==> src/rtl/pte_cache.sv <==
module pte_cache #(
  parameter int PA_W    = 34,
  parameter int ID_W    = 4,
  parameter int LINES   = 32,
  parameter int QDEPTH  = 16,
  parameter int LIM_RST = 8,
  parameter logic [5:0] MAP_RST = 6'h3F
) (
  input  logic              clk,
  input  logic              rst_n,
  input  logic              cfg_we,
  input  logic [31:0]       cfg_wdata,
  input  logic              flush_hi_we,
  input  logic [PA_W-33:0]  flush_hi_wdata,
  input  logic              flush_we,
  input  logic [31:0]       flush_wdata,
  input  logic              req_valid,
  output logic              req_ready,
  input  logic [PA_W-1:0]   req_addr,
  input  logic [ID_W-1:0]   req_id,
  output logic              rsp_valid,
  output logic [ID_W-1:0]   rsp_id,
  output logic [31:0]       rsp_data,
  output logic              rsp_hit,
  output logic              mem_req_valid,
  output logic [PA_W-1:0]   mem_req_addr,
  input  logic              mem_rsp_valid,
  input  logic [31:0]       mem_rsp_data
);
  localparam int WA_W  = PA_W - 2;
  localparam int IDX_W = $clog2(LINES);
  localparam int QP_W  = $clog2(QDEPTH);
  localparam int CNT_W = QP_W + 1;
  localparam int HI_W  = PA_W - 32;

  logic             en_q;
  logic [3:0]       lim_q;
  logic [5:0]       map_q;
  logic [HI_W-1:0]  hi_q;

  logic [LINES-1:0] vld_q;
  logic [WA_W-1:0]  tag_q [LINES];
  logic [31:0]      dat_q [LINES];

  logic [ID_W-1:0]  qid [QDEPTH];
  logic [WA_W-1:0]  qwa [QDEPTH];
  logic [QDEPTH-1:0] qkeep;
  logic [QP_W-1:0]  wp, rp;
  logic [CNT_W-1:0] cnt_q;

  wire fl_all = flush_we & ~flush_wdata[0];
  wire fl_one = flush_we & flush_wdata[0];
  wire [WA_W-1:0]  fl_wa    = {hi_q, flush_wdata[31:2]};
  wire [WA_W-1:0]  rq_wa    = req_addr[PA_W-1:2];
  wire [IDX_W-1:0] idx_mask = map_q[IDX_W-1:0];
  wire [IDX_W-1:0] rq_idx   = rq_wa[IDX_W-1:0] & idx_mask;
  wire [3:0]       eff_lim  = (lim_q == 4'd0) ? 4'd1 : lim_q;

  assign req_ready = ~mem_rsp_valid & (cnt_q < CNT_W'(eff_lim));

  wire rq_fl = fl_all | (fl_one & (fl_wa == rq_wa));
  wire hit   = en_q & vld_q[rq_idx] & (tag_q[rq_idx] == rq_wa) & ~rq_fl;
  wire acc   = req_valid & req_ready;
  wire miss  = acc & ~hit;

  wire [WA_W-1:0]  hd_wa = qwa[rp];
  wire hd_fl = fl_all | (fl_one & (fl_wa == hd_wa));
  wire fill  = mem_rsp_valid & qkeep[rp] & ~hd_fl;
  wire [IDX_W-1:0] f_idx = hd_wa[IDX_W-1:0] & idx_mask;

  wire unused_bits = ^{cfg_wdata[31:30], cfg_wdata[23:6], flush_wdata[1], req_addr[1:0], map_q};

  always_ff @(posedge clk) begin
    if (!rst_n) begin
      en_q  <= 1'b1;
      lim_q <= 4'(LIM_RST);
      map_q <= MAP_RST;
      hi_q  <= '0;
    end else begin
      if (cfg_we) begin
        en_q  <= cfg_wdata[29];
        lim_q <= cfg_wdata[27:24];
        map_q <= cfg_wdata[5:0];
      end
      if (flush_hi_we) hi_q <= flush_hi_wdata;
    end
  end

  always_ff @(posedge clk) begin
    if (!rst_n) begin
      vld_q <= '0;
    end else begin
      for (int i = 0; i < LINES; i++)
        if (fl_all | (fl_one & (tag_q[i] == fl_wa))) vld_q[i] <= 1'b0;
      if (fill) vld_q[f_idx] <= 1'b1;
    end
  end

  always_ff @(posedge clk) begin
    if (fill) begin
      tag_q[f_idx] <= hd_wa;
      dat_q[f_idx] <= mem_rsp_data;
    end
    if (miss) begin
      qid[wp] <= req_id;
      qwa[wp] <= rq_wa;
    end
  end

  always_ff @(posedge clk) begin
    if (!rst_n) begin
      wp    <= '0;
      rp    <= '0;
      cnt_q <= '0;
      qkeep <= '0;
    end else begin
      for (int j = 0; j < QDEPTH; j++)
        if (fl_all | (fl_one & (qwa[j] == fl_wa))) qkeep[j] <= 1'b0;
      if (miss) begin
        qkeep[wp] <= en_q & ~rq_fl;
        wp <= wp + 1'b1;
      end
      if (mem_rsp_valid) rp <= rp + 1'b1;
      cnt_q <= cnt_q + CNT_W'(miss) - CNT_W'(mem_rsp_valid);
    end
  end

  always_ff @(posedge clk) begin
    if (!rst_n) begin
      rsp_valid     <= 1'b0;
      rsp_id        <= '0;
      rsp_data      <= '0;
      rsp_hit       <= 1'b0;
      mem_req_valid <= 1'b0;
      mem_req_addr  <= '0;
    end else begin
      rsp_valid     <= (acc & hit) | mem_rsp_valid;
      rsp_id        <= mem_rsp_valid ? qid[rp] : req_id;
      rsp_data      <= mem_rsp_valid ? mem_rsp_data : dat_q[rq_idx];
      rsp_hit       <= ~mem_rsp_valid;
      mem_req_valid <= miss;
      mem_req_addr  <= {rq_wa, 2'b00};
    end
  end
endmodule

==> config.mk <==
export PLATFORM = sky130hd
export DESIGN_NAME = pte_cache
export DESIGN_NICKNAME = d
export VERILOG_FILES = /design/src/rtl/pte_cache.sv
export SDC_FILE = /design/constraint.sdc
export NUM_CORES = 2
export LEC_CHECK = 0
export ABC_AREA = 0
export BUFFER_PORTS_ARGS = -buffer_cell sky130_fd_sc_hd__buf_2
export CAP_MARGIN = 15
export CORE_AREA = 3 3 480 482
export DETAILED_ROUTE_END_ITERATION = 10
export DIE_AREA = 0 0 483 485
export PLACE_DENSITY_LB_ADDON = 0.15
export SLEW_MARGIN = 20
export SYNTH_ARGS = -nofsm -noshare
export SYNTH_HDL_FRONTEND = slang
export SYNTH_SLANG_ARGS = --single-unit
==> constraint.sdc <==
create_clock -name clk -period 9.9 [get_ports clk]
set_input_delay 0 -clock clk [delete_from_list [all_inputs] [get_ports clk]]
set_output_delay 0 -clock clk [all_outputs]
set_load 0.005 [all_outputs]
==> impl_metrics.toml <==
[global_routing]
grt_start_max_net_pins = 117
grt_pass1_wl_um = 626000
grtUsageTotal_pct = 38.9
antenna_found_initial = 33
overflow = 0
grt_pass1_vias = 74200

[setup_path]
startpoint = "map_q[0]$_SDFFE_PN1P_"
worstReg2RegStart = "map_q[0]$_SDFFE_PN1P_"
start_kind = "flop"
cp.required_ps = 10670
path_class = "flop to flop"
arrival_ps = 8170
cp_max_fo = 50
end_kind = "flop"

[detailed_routing]
drtAntennaViolNets = 0
wl_um = 462000
viasPerCell = 6.95
drc = 0
vias = 77200
wl_per_cell_um = 41.6
drt_iter0_markers = 13500
dr.pass1.iters = 7

[sta]
rsz0062_at_grt = "false"
worst_pin_slew_ps = 1320
fin_crit_ps = 7400
setup_violations = 0
relSlewSlack_pct = 11.0
fin_tns_setup_ps = 0
finalCritPeriodShare_pct = 74.7
fmax_ghz = 0.135
hold_violations = 0
slew_violations = 0
finClkSkew_ps = 92.8

[synthesis]
synth-main-ff-cell = "edfxtp_1"
synth_edf_count = 2624
synth_top_area_cell = "edfxtp_1"
synth.area.top_cells = "edfxtp_1 (63%), mux4_2 (12%), xor2_1 (9.1%)"
synth-seq-area-share_pct = 65.7
synth_cells = 7476
yosys_warnings = 0
synth.distinct_cells = 77
synth.avg_cell_area_sq_um = 16.6
ys_ff_latch = 2772
yosys-top-cells-count = "edfxtp_1 (2624), xor2_1 (1286), mux4_2 (674), nand2_1 (359), nor4_1 (329)"
syn_area_sq_mm = 0.124
async_reset_ff_share_pct = 0
synth_most_common_cell = "edfxtp_1"
yosysTopAreaCellShare_pct = 63.4

[job]
max_cap_viol_count = 0

[floorplan]
die_w_um = 483
fp.dieH_um = 485
rows = 175
fp.coreArea_sq_mm = 0.227
io_pins = 217
start_util_pct = 54.8
dieArea_sq_mm = 0.234

[cells_and_area]
seqCellArea_sq_mm = 0.0818
nNetsFinal = 8025
area_delta_synth_final_pct = 13.0
n_fill_cell = 16700
multi_input_area_sq_mm = 0.0410
drive_gt1_share_pct = 20.3

[cts]
clock-root-buffer = "clkbuf_16"
cts_setup_buffers = 0
insertion_delay_ps = 980
cts_sinks = 2772
cts_max_level = 5
cts_buffers = 308
clockBufferDepth = 4
clkSlewWorstSetupHoldPaths_ps = 60
cts_tree = "done"

[placed_design]
io_buffers = 189
hpwlAfterDp_um = 301000
finalWeightedCongestion = 1.02

[pwr]
p_per_area_mw_per_mm2 = 194
power_w = 0.0273
leakagePower_nw = 46.0
vdd_drop_max_mv = 0.171

[worst_hold_path]
min_path_type = "input port to flop"
min-delay-start = "mem_rsp_data[9]"

[run_status]
status = "finished, final reports clean"
## worst paths after layout
kind	endpoint	slack, ps	cells after the start
max reg2reg	cnt_q[4]$_SDFF_PN0_	2500	16
min	dat_q[8][9]$_DFFE_PP_	70	2
max	cnt_q[4]$_SDFF_PN0_	2500	16
min reg2reg	vld_q[11]$_SDFF_PN0_	480	2
## cell families after synthesis
family,synth area share [%]
simple gates,6.10
mux,13.0
buf+inv,1.89
fa+ha+maj,0.137
other cells,0.00301
xor+xnor,11.3
flops,65.7
compound gates,1.77
## per-stage QoR
stage	instances	hold slack (ps)	area (sq um)	setup slack (ps)	utilization, %
2_1_floorplan	7477	68.3	124000	2930	-
6_report	11100	71.6	141000	2500	62.0
4_1_cts	11100	17.4	141000	2870	62.0
3_5_place_dp	10400	232	130000	2890	57.2
3_3_place_gp	10400	224	130000	2850	57.2
5_1_grt	11100	58.7	141000	2290	62.0
## placed cells by master (no fill, tap or decap), types with 33 or more instances in the layout
master / netlist / routed
inv_1: 41 / 40
a22oi_1: 49 / 49
xnor2_1: 325 / 325
clkbuf_16: 0 / 311
edfxtp_1: 2624 / 2624
and2_1: 41 / 35
dlygate4sd3_1: 0 / 123
o21ai_0: 74 / 74
mux2i_1: 95 / 82
nor3_1: 74 / 67
clkbuf_1: 246 / 75
clkinv_2: 0 / 56
nor2_1: 153 / 111
buf_4: 29 / 257
nand3_1: 265 / 265
xor2_1: 1286 / 1286
nor2_4: 0 / 42
nor4_1: 329 / 326
dfxtp_1: 148 / 142
nand4_1: 181 / 181
a311oi_1: 33 / 33
nand2_1: 359 / 356
buf_2: 76 / 159
clkinv_1: 0 / 43
mux4_2: 674 / 674
## worst max-delay path, cell delays in order, from the launching register on
cell and delay (ps):
dfxtp_1 490, nand2_8 570, buf_4 770, mux4_2 630, a221oi_1 900, o41ai_1 460
xnor2_1 250, nand2_1 110, nor4_4 940, a21o_4 590, nand2_1 120, ha_1 250
fa_1 400, a21o_1 190, a21oi_1 180, xnor2_1 130, nor2_1 60
## metal layers
layer,global-route usage [%],vias to the layer above,part of all wire (%)
met5,0,-,0.018
met4,17.3,12,5.5
met3,13.1,1069,14
met2,57.6,6004,44
met1,52.8,40200,36
li1,-,29900,-
## registers in the layout (all words and copies together), names as in the netlist, 2 cells and up, named ones only
signal and count:
map_q 5, dat_q 1024, cnt_q 5, hi_q 2
mem_req_addr 32, qwa 512, vld_q 32, qkeep 16
rp 4, lim_q 4, qid 64, wp 4
tag_q 1024, rsp_id 4, rsp_data 32
## power breakdown
part / leakage, nW / switching, W / total, W / internal, W
combinational: 16.5 / 0.00211 / 0.00300 / 0.000895
sequential: 24.8 / 0.0000728 / 0.0132 / 0.0131
clock: 4.67 / 0.00465 / 0.0111 / 0.00643
## final cells by class
cell class	count	share of cell area (%)
flip-flops and latches	2772	58.2
multi-input cells	4186	29.2
clock buffers	398	5.85
repair buffers	559	3.10
well taps	3009	2.68
clock inverters	138	0.910
inverters	42	0.115
diodes	7	0.0125
## what timing repair did
item	CTS	global route
gates resized for setup	0	0
endpoints found under the hold margin	1709	0
hold buffers	123	0
Note: power is estimated with default switching activity, not from simulation.
